### config.mk
export PLATFORM = sky130hd
export DESIGN_NAME = key_loader
export DESIGN_NICKNAME = d
export VERILOG_FILES = /design/src/rtl/key_loader_pkg.sv /design/src/rtl/kl_cycle_timer.sv /design/src/rtl/kl_word_walker.sv /design/src/rtl/kl_blank_check.sv /design/src/rtl/key_loader.sv
export SDC_FILE = /design/constraint.sdc
export NUM_CORES = 1
export LEC_CHECK = 0
export ABC_AREA = 1
export BUFFER_PORTS_ARGS = -buffer_cell sky130_fd_sc_hd__buf_2
export CAP_MARGIN = 20
export CORE_ASPECT_RATIO = 1.25
export CORE_UTILIZATION = 47
export CTS_CLUSTER_DIAMETER = 100
export CTS_CLUSTER_SIZE = 16
export DETAILED_ROUTE_END_ITERATION = 10
export GPL_TIMING_DRIVEN = 1
export PLACE_DENSITY_LB_ADDON = 0.1
export SLEW_MARGIN = 20
export SYNTH_ARGS = -nofsm -noshare
export SYNTH_HDL_FRONTEND = slang
export SYNTH_SLANG_ARGS = --single-unit
### constraint.sdc
create_clock -name clk -period 2 [get_ports clk]
set_input_delay 0.4 -clock clk [delete_from_list [all_inputs] [get_ports clk]]
set_output_delay 0.4 -clock clk [all_outputs]
set_load 0.01 [all_outputs]
### src/rtl/key_loader_pkg.sv
package key_loader_pkg;

   typedef enum logic [2:0] {
      KL_IDLE         = 3'd0,
      KL_ERASE        = 3'd1,
      KL_ERASE_CHECK  = 3'd2,
      KL_PROGRAM      = 3'd3,
      KL_READY_VERIFY = 3'd4,
      KL_VERIFIED     = 3'd5,
      KL_FAULT        = 3'd6
   } kl_state_e;

   // Sub-step inside a state: REST waits for the host, ACCESS drives a
   // store strobe, EVAL consumes the word returned by the store.
   typedef enum logic [1:0] {
      PH_REST   = 2'd0,
      PH_ACCESS = 2'd1,
      PH_EVAL   = 2'd2
   } kl_phase_e;

   function automatic int kl_max(input int a, input int b);
      return (a > b) ? a : b;
   endfunction

endpackage

### src/rtl/kl_cycle_timer.sv
module kl_cycle_timer #(
   parameter int MAX_CYC = 16,
   localparam int TW = (MAX_CYC > 1) ? $clog2(MAX_CYC) : 1
) (
   input  logic          clk,
   input  logic          rst_n,
   input  logic          load,
   input  logic [TW-1:0] load_val,
   input  logic          run,
   output logic          expired
);

   logic [TW-1:0] cnt_q;

   always_ff @(posedge clk or negedge rst_n) begin
      if (!rst_n) begin
         cnt_q <= '0;
      end else if (load) begin
         cnt_q <= load_val;
      end else if (run && (cnt_q != '0)) begin
         cnt_q <= cnt_q - 1'b1;
      end
   end

   assign expired = (cnt_q == '0);

endmodule

### src/rtl/kl_word_walker.sv
module kl_word_walker #(
   parameter int NUM_WORDS = 8,
   localparam int AW = (NUM_WORDS > 1) ? $clog2(NUM_WORDS) : 1
) (
   input  logic          clk,
   input  logic          rst_n,
   input  logic          clr,
   input  logic          step,
   output logic [AW-1:0] addr,
   output logic          last
);

   logic [AW-1:0] addr_q;

   always_ff @(posedge clk or negedge rst_n) begin
      if (!rst_n) begin
         addr_q <= '0;
      end else if (clr) begin
         addr_q <= '0;
      end else if (step) begin
         addr_q <= addr_q + 1'b1;
      end
   end

   assign addr = addr_q;
   assign last = (addr_q == AW'(NUM_WORDS - 1));

endmodule

### src/rtl/kl_blank_check.sv
module kl_blank_check #(
   parameter int WORD_W     = 16,
   parameter bit BLANK_HIGH = 1'b1
) (
   input  logic [WORD_W-1:0] word,
   output logic              is_blank
);

   generate
      if (BLANK_HIGH) begin : g_blank_ones
         assign is_blank = &word;
      end else begin : g_blank_zeros
         assign is_blank = ~|word;
      end
   endgenerate

endmodule

### src/rtl/key_loader.sv
module key_loader
   import key_loader_pkg::*;
#(
   parameter int WORD_W       = 16,
   parameter int NUM_WORDS    = 8,
   parameter int ERASE_CYCLES = 16,
   parameter int WRITE_CYCLES = 4,
   parameter bit BLANK_HIGH   = 1'b1,
   localparam int ADDR_W  = (NUM_WORDS > 1) ? $clog2(NUM_WORDS) : 1,
   localparam int TMR_MAX = kl_max(ERASE_CYCLES, WRITE_CYCLES),
   localparam int TMR_W   = (TMR_MAX > 1) ? $clog2(TMR_MAX) : 1
) (
   input  logic              clk,
   input  logic              rst_n,
   input  logic              start,
   input  logic              wr_valid,
   input  logic [WORD_W-1:0] wr_data,
   output logic              wr_ready,
   input  logic              verify,
   output logic              rd_valid,
   output logic [WORD_W-1:0] rd_data,
   output logic              busy,
   output logic              done,
   output logic              erase_fail,
   output logic              mem_erase,
   output logic              mem_we,
   output logic              mem_re,
   output logic [ADDR_W-1:0] mem_addr,
   output logic [WORD_W-1:0] mem_wdata,
   input  logic [WORD_W-1:0] mem_rdata
);

   generate
      if (NUM_WORDS < 2) begin : g_bad_depth
         $error("key_loader: NUM_WORDS must be at least 2");
      end
      if (WORD_W < 1) begin : g_bad_width
         $error("key_loader: WORD_W must be at least 1");
      end
      if (ERASE_CYCLES < 1 || WRITE_CYCLES < 1) begin : g_bad_timing
         $error("key_loader: cycle counts must be at least 1");
      end
   endgenerate

   kl_state_e state_q, state_d;
   kl_phase_e phase_q, phase_d;
   logic [WORD_W-1:0] wdata_q, wdata_d;

   logic             tmr_load, tmr_run, tmr_expired;
   logic [TMR_W-1:0] tmr_val;
   logic             walk_clr, walk_step, walk_last;
   logic [ADDR_W-1:0] walk_addr;
   logic             word_blank;
   logic             start_ok;

   kl_cycle_timer #(.MAX_CYC(TMR_MAX)) u_timer (
      .clk      (clk),
      .rst_n    (rst_n),
      .load     (tmr_load),
      .load_val (tmr_val),
      .run      (tmr_run),
      .expired  (tmr_expired)
   );

   kl_word_walker #(.NUM_WORDS(NUM_WORDS)) u_walker (
      .clk   (clk),
      .rst_n (rst_n),
      .clr   (walk_clr),
      .step  (walk_step),
      .addr  (walk_addr),
      .last  (walk_last)
   );

   kl_blank_check #(.WORD_W(WORD_W), .BLANK_HIGH(BLANK_HIGH)) u_blank (
      .word     (mem_rdata),
      .is_blank (word_blank)
   );

   assign tmr_run = (state_q == KL_ERASE) ||
                    ((state_q == KL_PROGRAM) && (phase_q == PH_ACCESS));

   assign start_ok = (state_q == KL_IDLE) || (state_q == KL_VERIFIED) ||
                     ((state_q == KL_READY_VERIFY) && (phase_q == PH_REST));

   always_comb begin
      state_d   = state_q;
      phase_d   = phase_q;
      wdata_d   = wdata_q;
      tmr_load  = 1'b0;
      tmr_val   = '0;
      walk_clr  = 1'b0;
      walk_step = 1'b0;

      unique case (state_q)
         KL_ERASE: begin
            if (tmr_expired) begin
               state_d  = KL_ERASE_CHECK;
               phase_d  = PH_ACCESS;
               walk_clr = 1'b1;
            end
         end
         KL_ERASE_CHECK: begin
            if (phase_q == PH_ACCESS) begin
               phase_d = PH_EVAL;
            end else if (!word_blank) begin
               state_d = KL_FAULT;
               phase_d = PH_REST;
            end else if (walk_last) begin
               state_d  = KL_PROGRAM;
               phase_d  = PH_REST;
               walk_clr = 1'b1;
            end else begin
               walk_step = 1'b1;
               phase_d   = PH_ACCESS;
            end
         end
         KL_PROGRAM: begin
            if (phase_q == PH_REST) begin
               if (wr_valid) begin
                  wdata_d  = wr_data;
                  tmr_load = 1'b1;
                  tmr_val  = TMR_W'(WRITE_CYCLES - 1);
                  phase_d  = PH_ACCESS;
               end
            end else if (tmr_expired) begin
               phase_d = PH_REST;
               if (walk_last) begin
                  state_d  = KL_READY_VERIFY;
                  walk_clr = 1'b1;
               end else begin
                  walk_step = 1'b1;
               end
            end
         end
         KL_READY_VERIFY: begin
            if (phase_q == PH_REST) begin
               if (verify) begin
                  walk_clr = 1'b1;
                  phase_d  = PH_ACCESS;
               end
            end else if (phase_q == PH_ACCESS) begin
               phase_d = PH_EVAL;
            end else if (walk_last) begin
               state_d = KL_VERIFIED;
               phase_d = PH_REST;
            end else begin
               walk_step = 1'b1;
               phase_d   = PH_ACCESS;
            end
         end
         KL_IDLE, KL_VERIFIED, KL_FAULT: begin
         end
         default: begin
            state_d = KL_IDLE;
            phase_d = PH_REST;
         end
      endcase

      if (start_ok && start) begin
         state_d  = KL_ERASE;
         phase_d  = PH_REST;
         tmr_load = 1'b1;
         tmr_val  = TMR_W'(ERASE_CYCLES - 1);
         walk_clr = 1'b1;
      end
   end

   always_ff @(posedge clk or negedge rst_n) begin
      if (!rst_n) begin
         state_q <= KL_IDLE;
         phase_q <= PH_REST;
         wdata_q <= '0;
      end else begin
         state_q <= state_d;
         phase_q <= phase_d;
         wdata_q <= wdata_d;
      end
   end

   assign mem_erase = (state_q == KL_ERASE);
   assign mem_we    = (state_q == KL_PROGRAM) && (phase_q == PH_ACCESS);
   assign mem_re    = ((state_q == KL_ERASE_CHECK) || (state_q == KL_READY_VERIFY)) &&
                      (phase_q == PH_ACCESS);
   assign mem_addr  = walk_addr;
   assign mem_wdata = wdata_q;

   assign wr_ready   = (state_q == KL_PROGRAM) && (phase_q == PH_REST);
   assign rd_valid   = (state_q == KL_READY_VERIFY) && (phase_q == PH_EVAL);
   assign rd_data    = rd_valid ? mem_rdata : '0;
   assign erase_fail = (state_q == KL_FAULT);
   assign done       = (state_q == KL_READY_VERIFY) || (state_q == KL_VERIFIED);
   assign busy       = (state_q == KL_ERASE) || (state_q == KL_ERASE_CHECK) ||
                       (state_q == KL_PROGRAM) ||
                       ((state_q == KL_READY_VERIFY) && (phase_q != PH_REST));

endmodule

==> results of run 1 <==
[repair_timing]
action / in CTS / in global routing
setup endpoints to repair: 16 / 16
pin swaps: 3 / 5
gates resized for setup: 7 / 4
buffers inserted: 4 / 2
endpoints found under the hold margin: 0 / 0
gates cloned: 1 / 0
[registers in the layout (all words and copies together) (netlist names)]
| name | cells |
|---|---|
| mem_wdata | 16 |
| u_timer.cnt_q | 4 |
| state_q | 3 |
| phase_q | 2 |
| u_walker.addr | 3 |
[power by group through the flow]
| stage | clock network [W] | logic [W] | registers (W) |
|---|---|---|---|
| 2_1_floorplan | 0 | 0.000894 | 0.00105 |
| 6_report | 0.000290 | 0.00154 | 0.000966 |
| 5_1_grt | 0.000317 | 0.00174 | 0.000998 |
| 4_1_cts | 0.000302 | 0.00152 | 0.000954 |
| 3_5_place_dp | 0 | 0.00145 | 0.000955 |
| 3_3_place_gp | 0 | 0.00143 | 0.000962 |
[cell type report]
type / count / area [um2] / share of cell area (%)
Multi-Input combinational cell: 188 / 936 / 39.7
Sequential cell: 28 / 703 / 29.8
Timing Repair Buffer: 88 / 463 / 19.6
Inverter: 42 / 158 / 6.69
Tap cell: 39 / 48.8 / 2.07
Clock buffer: 3 / 41.3 / 1.75
Timing Repair inverter: 1 / 7.51 / 0.318
[critical path, delay by kind of cell, from the launching register on]
kind	cells	cell delay, ps
simple gates	5	510
flops	1	430
buf+inv	3	380
[cells by family (layout without fill, tap and decap cells)]
logic type / after synthesis / after routing
adder cells (fa/ha/maj): 4 / 4
XOR/XNOR: 2 / 2
AND/OR/NAND/NOR: 158 / 158
flip-flops: 28 / 28
buffers and inverters: 45 / 134
AO/OA/AOI/OAI: 24 / 24
[cells in the final DEF, fill, tap and decap left out, drive strengths merged, types with 4 or more instances in the layout]
| master | n |
|---|---|
| a21oi | 5 |
| buf | 88 |
| dfrtp | 28 |
| ha | 4 |
| inv | 42 |
| nand2 | 101 |
| nand3 | 13 |
| nand4 | 5 |
| nor2 | 35 |
| o21ai | 11 |
[worst min path at each step]
stage	cells after the start	from	slack (ps)	end
5_1_grt	1	rst_n	170	mem_wdata[7]
3_5_place_dp	1	rst_n	450	mem_wdata[7]
2_1_floorplan	0	rst_n	100	mem_wdata[0]
3_3_place_gp	1	rst_n	450	mem_wdata[7]
6_report	1	rst_n	120	mem_wdata[7]
4_1_cts	1	rst_n	140	mem_wdata[7]
[per-stage QoR]
| stage | total power [W] | setup slack [ps] |
|---|---|---|
| floorplan | 0.00194 | 93.7 |
| global placement | 0.00239 | 239 |
| detailed placement | 0.00241 | 184 |
| CTS | 0.00277 | -5.21 |
| global route | 0.00305 | -98.5 |
| finish | 0.00280 | 11.5 |
[layer usage]
metal  global-route usage, %  vias to the layer above  part of all wire [%]
met2                    38.2                       78                    50
met4                    7.86                        0                   1.6
met3                    2.93                        6                   6.5
li1                        -                      984                     -
met5                       0                        -                     0
met1                    23.8                      807                    42
==> metrics.yaml, run 1 <==
drt:
  via_per_inst: 4.82
  drt-initial-drc-count: 74
  wl_per_cell_um: 10.2
  ant_nets: 0
  via_count: 1875
  drc: 7
  drt_wl_total_um: 3980
  drtPass1Iterations: 7
global_route:
  grt_first_pass_wirelength_um: 6730
  global_route.overflow_total: 0
  antenna_found_initial: 0
  grt_max_degree: 29
  grt_pass1_vias: 1661
  globalRouteTotalUtil_pct: 20.7
pwr:
  switching_share_pct: 44.2
  p_seq_share_pct: 34.5
  peakVddDrop_mv: 0.736
  cellPowerDensity_nw_per_um2: 1190
  comb_power_share_pct: 55.1
  leakagePower_nw: 1.50
  p_sw_w: 0.00124
  internal-power_w: 0.00156
  power_frac_clock_pct: 10.4
clocking:
  clk_latency_ps: 260
  hold_buffers: 0
  htree_levels: 1
  cts.clk_slew.worst_paths_ps: 90
  cts_sinks: 28
  cts_buffers: 3
  cts_buffer_depth: 2
  clock-root-buffer: "clkbuf_8"
  cts_tree: "yes"
floorplan:
  core_area_um2: 3570
  io_pins: 80
  die_area_um2: 4060
  fp.dieH_um: 71.0
  start_util_pct: 50.0
  die-width_um: 57.2
  num_rows: 24
sta:
  grt_setup_unrepaired: "true"
  timing.final.crit_share_pct: 99.4
  max_freq_mhz: 503
  drv_slew: 0
  tightest_slew_ps: 586
  setup_viol: 0
  slew_headroom_pct: 61.0
  finalSetupTns_ps: 0
  period_needed_ps: 1990
  hold_viol: 0
  timing.hold.ws_ps: 123
  finalClockSkew_ps: 5.25
placed_design:
  port_buffers: 79
  placed_cells: 379
  gp_congestion: 0.871
  dpl_cell_area_um2: 2230
  dp_hpwl_um: 3090
synth:
  synth_area_um2: 1790
  syn_inst: 261
  synth_adder_area_share_pct: 2.80
  synthMuxAreaShare_pct: 0
  synth_seq_area_share_pct: 39.2
  synthTopCellsByCount: "nand2_1, inv_1, nor2_1"
  synth_compound_area_share_pct: 8.26
  synth-simple-area-share_pct: 38.8
  synth_top_area_share_pct: 39.2
  synth_xor_area_share_pct: 0.980
  post-synth-top-area-cell: "dfrtp_1"
  yosys_warnings: 0
  synth.distinct_cells: 28
  synth_ff_type: "dfrtp_1"
  ys_ff_latch: 28
  yosysMostFrequentCell: "nand2_1"
  avgSynthCellArea_um2: 6.85
  synth_nets: 302
  synth_top_cells_by_area: "dfrtp_1, nand2_1, inv_1"
  synth_edf_count: 0
  synth_top_family_by_area: "simple AND/OR/NAND/NOR gates"
  synthArstFlopShare_pct: 100
layout:
  fin_cells: 389
  fin_nets: 393
  drive_above_1_share_pct: 34.9
  antenna_cells: 0
  postLayoutCellArea_um2: 2360
  fill_cells: 339
  area_growth_pct: 31.8
  fin_util_pct: 66.0
critical_path:
  start_kind: "register"
  r2r-end: "state_q[2]"
  crit_start: "state_q[1]"
  cp_common_cell: "nor2_4"
  critPathSlowestCell: "dfrtp_1"
  critPathMaxStageDelay_ps: 430
  path_max_fanout: 8
  critPathRequiredTime_ps: 1600
  worst_ep_arrival_time_ps: 1590
  cp_cell_sequence: "nor2_4, nand2_2, inv_2, nand2_4, nor2_4, clkinvlp_4, nor2_1, buf_2"
  worstSetupPathType: "reg -> out"
  reg2reg_from: "state_q[1]"
  r2r_setup_slack_ps: 350
  cp-endpoint: "rd_data[13]"
  end_kind: "primary output"
  ff2ff_path_depth: 10
status:
  status: "finished, violations left"
  violations: "DRC"
min_path:
  holdCritPathClass: "in -> async"
run:
  drv_cap: 0
Note: power is estimated with default switching activity, not from simulation.
==> run 2, diff against run 1 <==
--- a/config.mk
+++ b/config.mk
@@ -9,7 +9,7 @@
 export BUFFER_PORTS_ARGS = -buffer_cell sky130_fd_sc_hd__buf_2
 export CAP_MARGIN = 20
 export CORE_ASPECT_RATIO = 1.25
-export CORE_UTILIZATION = 47
+export CORE_UTILIZATION = 48
 export CTS_CLUSTER_DIAMETER = 100
 export CTS_CLUSTER_SIZE = 16
 export DETAILED_ROUTE_END_ITERATION = 10
@@ -18,4 +18,5 @@
 export SLEW_MARGIN = 20
 export SYNTH_ARGS = -nofsm -noshare
 export SYNTH_HDL_FRONTEND = slang
+export SYNTH_HIERARCHICAL = 1
 export SYNTH_SLANG_ARGS = --single-unit
==> metrics.yaml, run 2 <==
status:
  status: "finished, violations left"  # unchanged
  violations: "DRC"  # unchanged
drt:
  drc: 7  # unchanged
  via_per_inst: 4.81  # was 4.82
  met2_length_um: 2020  # was 1990 um
  m1WireLength_um: 1690  # was 1670 um
  ant_nets: 0  # unchanged
  via_count: 1793  # was 1875
  drt_wl_total_um: 4030  # was 3980 um
  drtPass1Iterations: 7  # unchanged
  met3_length_um: 246  # was 258 um
  highest_layer: "met4"  # unchanged
  drt-initial-drc-count: 118  # was 74
  wl_per_cell_um: 10.8  # was 10.2 um
synth:
  synth_edf_count: 0  # unchanged
  post-synth-top-area-cell: "dfrtp_1"  # unchanged
  synth_top_cells_by_area: "dfrtp_1, nand2_1, inv_1"  # unchanged
  syn_inst: 245  # was 261
  yosysMostFrequentCell: "nand2_1"  # unchanged
  synthArstFlopShare_pct: 100  # unchanged
  synth_area_um2: 1860  # was 1790 um2
  avgSynthCellArea_um2: 7.59  # was 6.85 um2
  synth_top_area_share_pct: 37.7  # was 39.2%
  yosys_warnings: 6  # was 0
  synth_ff_type: "dfrtp_1"  # unchanged
  synthTopCellsByCount: "nand2_1, inv_1, nor2_1"  # unchanged
  synth_nets: 285  # was 302
  synth_seq_area_share_pct: 37.7  # was 39.2%
  ys_ff_latch: 28  # unchanged
  synth.distinct_cells: 27  # was 28
sta:
  max_freq_mhz: 533  # was 503 MHz
  hold_viol: 0  # unchanged
  timing.final.crit_share_pct: 93.7  # was 99.4%
  fin_ws_ps: 125  # was 11.5 ps
  finalClockSkew_ps: 8.08  # was 5.25 ps
  finalSetupTns_ps: 0  # unchanged
  drv_slew: 0  # unchanged
  setup_viol: 0  # unchanged
  slew_headroom_pct: 60.0  # was 61.0%
  period_needed_ps: 1870  # was 1990 ps
  tightest_slew_ps: 601  # was 586 ps
global_route:
  grt_first_pass_wirelength_um: 6720  # was 6730 um
  grt_max_degree: 29  # unchanged
  global_route.overflow_total: 0  # unchanged
  globalRouteTotalUtil_pct: 20.8  # was 20.7%
  grt_pass1_vias: 1686  # was 1661
  antenna_found_initial: 0  # unchanged
pwr:
  internal-power_w: 0.00185  # was 0.00156 W
  switching_share_pct: 42.3  # was 44.2%
  cellPowerDensity_nw_per_um2: 1320  # was 1190 nW/um2
  p_seq_share_pct: 30.5  # was 34.5%
  leakagePower_nw: 1.54  # was 1.50 nW
  peakVddDrop_mv: 0.769  # was 0.736 mV
  p_sw_w: 0.00135  # was 0.00124 W
  power_frac_clock_pct: 13.6  # was 10.4%
  comb_power_share_pct: 55.9  # was 55.1%
placed_design:
  dp_worst_setup_slack_ps: 235  # was 184 ps
  gp_congestion: 0.851  # was 0.871
  dp_hpwl_um: 3170  # was 3090 um
  port_buffers: 79  # unchanged
critical_path:
  critPathRequiredTime_ps: 1600  # about the same
  worstSetupPathType: "reg -> out"  # unchanged
  start_kind: "register"  # unchanged
  worst_ep_arrival_time_ps: 1470  # was 1590 ps
  end_kind: "primary output"  # unchanged
  path_max_fanout: 5  # was 8
layout:
  antenna_cells: 0  # unchanged
  fin_nets: 375  # was 393
  layout_commonest_cell: "buf_2"  # was nand2_1
  fill_cells: 337  # was 339
  area_growth_pct: 31.0  # was 31.8%
  register_area_um2: 702  # was 703 um2
  multi_input_area_um2: 991  # was 936 um2
  drive_above_1_share_pct: 39.5  # was 34.9%
  most-common-layout-cells: "buf_2, nand2_1, inv_1"  # was nand2_1, buf_2, inv_1
  largest_reg_flops: 16  # unchanged
clocking:
  htree_levels: 1  # unchanged
  cts_buffers: 3  # unchanged
  cts.clk_slew.worst_paths_ps: 90  # about the same
  cts_sinks: 28  # unchanged
  clk_latency_ps: 270  # was 260 ps
  cts_buffer_depth: 2  # unchanged
  clock-root-buffer: "clkbuf_8"  # unchanged
  hold_buffers: 0  # unchanged
  cts_tree: "yes"  # unchanged
floorplan:
  start_util_pct: 51.6  # was 50.0%
  die-width_um: 57.7  # was 57.2 um
  die_area_um2: 4130  # was 4060 um2
  fp.dieH_um: 71.6  # was 71.0 um
  num_rows: 24  # unchanged
  io_pins: 80  # unchanged
  core_area_um2: 3600  # was 3570 um2
run:
  drv_cap: 0  # unchanged
min_path:
  holdCritPathClass: "in -> async"  # unchanged
[run 2: cell count changes after synthesis, sizes merged, moves of 4 or more]
cell   delta
nand2    -25
mux2     +16
nand3     +7
nand4     -4
nor2      +4
o21ai     -4
[run 2: final timing paths]
check / startpoint / end / slack (ps) / cells past startpoint
hold / removal: rst_n / state_q[2] / 120 / 1
hold reg to reg: mem_wdata[9] / mem_wdata[9] / 500 / 1
min in group clk: wr_data[4] / mem_wdata[4] / 350 / 2
max in group asynchronous: rst_n / state_q[1] / 1460 / 1
setup / recovery: state_q[1] / mem_re / 130 / 7
setup reg to reg: state_q[1] / u_walker/addr[1] / 250 / 12
[run 2: stage by stage]
step | hold WS (ps) | cell area, um2 | std cells | power [W] | util [%]
after floorplan | 104 | 1860 | 245 | 0.00222 | -
after global placement | 452 | 2330 | 367 | 0.00271 | 64.5
after detailed placement | 454 | 2330 | 367 | 0.00273 | 64.5
after CTS | 140 | 2400 | 371 | 0.00319 | 66.6
after global routing | 175 | 2440 | 373 | 0.00351 | 67.6
final | 120 | 2440 | 373 | 0.00321 | 67.6
[run 2: power groups by stage]
stage	Combinational, W	Sequential (W)	Clock, W
after floorplan	0.00116	0.00106	0
after global placement	0.00173	0.000983	0
after detailed placement	0.00175	0.000979	0
after global routing	0.00202	0.00101	0.000473
final	0.00179	0.000978	0.000435
after CTS	0.00176	0.000980	0.000450
[run 2: routing by layer]
layer | up-vias | global-route usage [%]
li1 | 933 | -
met1 | 788 | 23.4
met2 | 62 | 39.1
met3 | 10 | 3.25
met4 | 0 | 7.14
met5 | - | 0
[run 2: worst max-delay path: stages (launching register included)]
cell and delay (ps):
dfrtp_2 460, buf_4 170, inv_2 50, nand2_1 60, nand2_1 150, nand3_2 130
inv_1 60, buf_2 120
[run 2: what timing repair did]
item | 4_1_cts | 5_1_grt
resized for setup | 1 | 6
setup buffers | 0 | 2
setup endpoints to repair | 16 | 16
[run 2: layout make-up]
type | count | share of cell area, %
Multi-Input combinational cell | 171 | 40.7
Tap cell | 39 | 2.00
Sequential cell | 28 | 28.8
Inverter | 44 | 6.88
Timing Repair Buffer | 87 | 18.7
Clock inverter | 1 | 1.23
Clock buffer | 3 | 1.69
[run 2: logic make-up after synthesis]
family,synth area share (%)
multiplexers,11.5
adder cells (fa/ha/maj),2.02
flip-flops,37.7
AO/OA/AOI/OAI,4.24
AND/OR/NAND/NOR,34.5
buffers and inverters,10.1
==> run 3, diff against run 2 <==
--- a/config.mk
+++ b/config.mk
@@ -8,7 +8,6 @@
 export ABC_AREA = 1
 export BUFFER_PORTS_ARGS = -buffer_cell sky130_fd_sc_hd__buf_2
 export CAP_MARGIN = 20
-export CORE_ASPECT_RATIO = 1.25
 export CORE_UTILIZATION = 48
 export CTS_CLUSTER_DIAMETER = 100
 export CTS_CLUSTER_SIZE = 16
==> metrics.yaml, run 3 (synthesis results as in run 2) <==
critical_path:
  path_max_fanout: 5  # unchanged
  reg2reg_from: "state_q[1]"  # unchanged
  end_kind: "primary output"  # unchanged
  r2r-end: "u_walker/addr[1]"  # unchanged
  worstSetupPathType: "reg -> out"  # unchanged
  start_kind: "register"  # unchanged
  ff2ff_path_depth: 12  # unchanged
  worst_ep_arrival_time_ps: 1500  # was 1470 ps
  r2r_setup_slack_ps: 220  # was 250 ps
  critPathRequiredTime_ps: 1600  # about the same
  cp-endpoint: "mem_re"  # unchanged
  crit_start: "state_q[1]"  # unchanged
placed_design:
  placed_cells: 375  # was 367
  gp_congestion: 0.882  # was 0.851
  dp_worst_setup_slack_ps: 244  # was 235 ps
  dp_hpwl_um: 3140  # was 3170 um
  port_buffers: 79  # unchanged
  dpl_cell_area_um2: 2330  # about the same
layout:
  postLayoutCellArea_um2: 2440  # about the same
  area_growth_pct: 31.1  # was 31.0%
  largest_reg_flops: 16  # unchanged
  fin_nets: 374  # was 375
  layout_commonest_cell: "buf_2"  # unchanged
  fill_cells: 368  # was 337
  most-common-layout-cells: "buf_2, nand2_1, inv_1"  # unchanged
  fin_cells: 381  # was 373
  multi_input_area_um2: 988  # was 991 um2
  register_area_um2: 702  # unchanged
  drive_above_1_share_pct: 39.0  # was 39.5%
  antenna_cells: 0  # unchanged
clocking:
  cts_tree: "yes"  # unchanged
  cts.clk_slew.worst_paths_ps: 90  # about the same
  cts_buffer_depth: 2  # unchanged
  htree_levels: 1  # unchanged
  hold_buffers: 0  # unchanged
  clk_latency_ps: 270  # about the same
  cts_sinks: 28  # unchanged
  clock-root-buffer: "clkbuf_8"  # unchanged
  cts_buffers: 3  # unchanged
sta:
  max_freq_mhz: 527  # was 533 MHz
  timing.final.crit_share_pct: 94.8  # was 93.7%
  setup_viol: 0  # unchanged
  tightest_slew_ps: 586  # was 601 ps
  finalClockSkew_ps: 4.10  # was 8.08 ps
  drv_slew: 0  # unchanged
  period_needed_ps: 1900  # was 1870 ps
  slew_headroom_pct: 61.0  # was 60.0%
  hold_viol: 0  # unchanged
  fin_ws_ps: 104  # was 125 ps
  timing.hold.ws_ps: 120  # about the same
floorplan:
  start_util_pct: 50.4  # was 51.6%
  io_pins: 80  # unchanged
  fp.dieH_um: 64.2  # was 71.6 um
  core_area_um2: 3690  # was 3600 um2
  num_rows: 22  # was 24
  die_area_um2: 4130  # about the same
  die-width_um: 64.2  # was 57.7 um
pwr:
  leakagePower_nw: 1.54  # about the same
  peakVddDrop_mv: 0.738  # was 0.769 mV
  cellPowerDensity_nw_per_um2: 1320  # about the same
  finalPower_w: 0.00321  # about the same
drt:
  drc: 0  # was 7
  drt_wl_total_um: 4050  # was 4030 um
  ant_nets: 0  # unchanged
  drt-initial-drc-count: 79  # was 118
  drtPass1Iterations: 4  # was 7
  wl_per_cell_um: 10.6  # was 10.8 um
  via_count: 1815  # was 1793
  via_per_inst: 4.76  # was 4.81
status:
  status: "complete, no violations"  # was finished, violations left
global_route:
  grt_max_degree: 29  # unchanged
  grt_first_pass_wirelength_um: 6580  # was 6720 um
  antenna_found_initial: 0  # unchanged
  globalRouteTotalUtil_pct: 20.1  # was 20.8%
  global_route.overflow_total: 0  # unchanged
  grt_pass1_vias: 1607  # was 1686
min_path:
  holdCritPathClass: "in -> async"  # unchanged
run:
  drv_cap: 0  # unchanged
## run 3: cell types whose count changed in the layout (fill, tap and decap cells not counted), sizes merged
cell and change:
buf -1
## run 3: critical path, stage by stage (launching register included)
cell and delay [ps]:
dfrtp_2 460, buf_4 150, inv_2 40, nand2_1 60
nand2_1 140, nand3_1 160, inv_1 80, buf_2 120
## run 3: worst min-delay path by stage
stage	startpoint	to	slack (ps)	cells past startpoint
after CTS	rst_n	mem_wdata[14]	140	1
after floorplan	rst_n	mem_wdata[0]	100	0
after global placement	rst_n	mem_wdata[12]	440	1
final	rst_n	mem_wdata[12]	120	1
after global routing	rst_n	mem_wdata[12]	170	1
after detailed placement	rst_n	mem_wdata[12]	450	1
## run 3: per-layer routing
| metal | GRT usage, % | share of wire [%] |
|---|---|---|
| met1 | 26.3 | 46 |
| met2 | 34.6 | 47 |
| met3 | 2.68 | 6.4 |
| met4 | 5.83 | 0.54 |
| met5 | 0 | 0 |
## run 3: power breakdown
| part | total, W | leakage [nW] | switching (W) | internal (W) |
|---|---|---|---|---|
| combinational | 0.00179 | 1.14 | 0.00102 | 0.000761 |
| sequential | 0.000984 | 0.357 | 0.000173 | 0.000811 |
| clock | 0.000436 | 0.0357 | 0.000169 | 0.000268 |
| total | 0.00321 | 1.54 | 0.00137 | 0.00184 |
## run 3: area by class of cell
type	instances	area share (%)
multi-input combinational	171	40.6
sequential	28	28.8
clock buffer	3	1.69
timing repair buffer	86	18.4
tap	48	2.46
clock inverter	1	1.23
inverter	44	6.88
## run 3: per-stage QoR
step           TNS, ps  util (%)
6_report             0      66.1
5_1_grt          -5.12      66.1
4_1_cts              0      65.1
3_5_place_dp         0      63.2
3_3_place_gp         0      63.2
2_1_floorplan        0         -
## run 3: what timing repair did
action	4_1_cts	5_1_grt
cloned	0	0
gates resized for setup	1	5
setup buffers	0	2
endpoints found under the setup margin	16	16
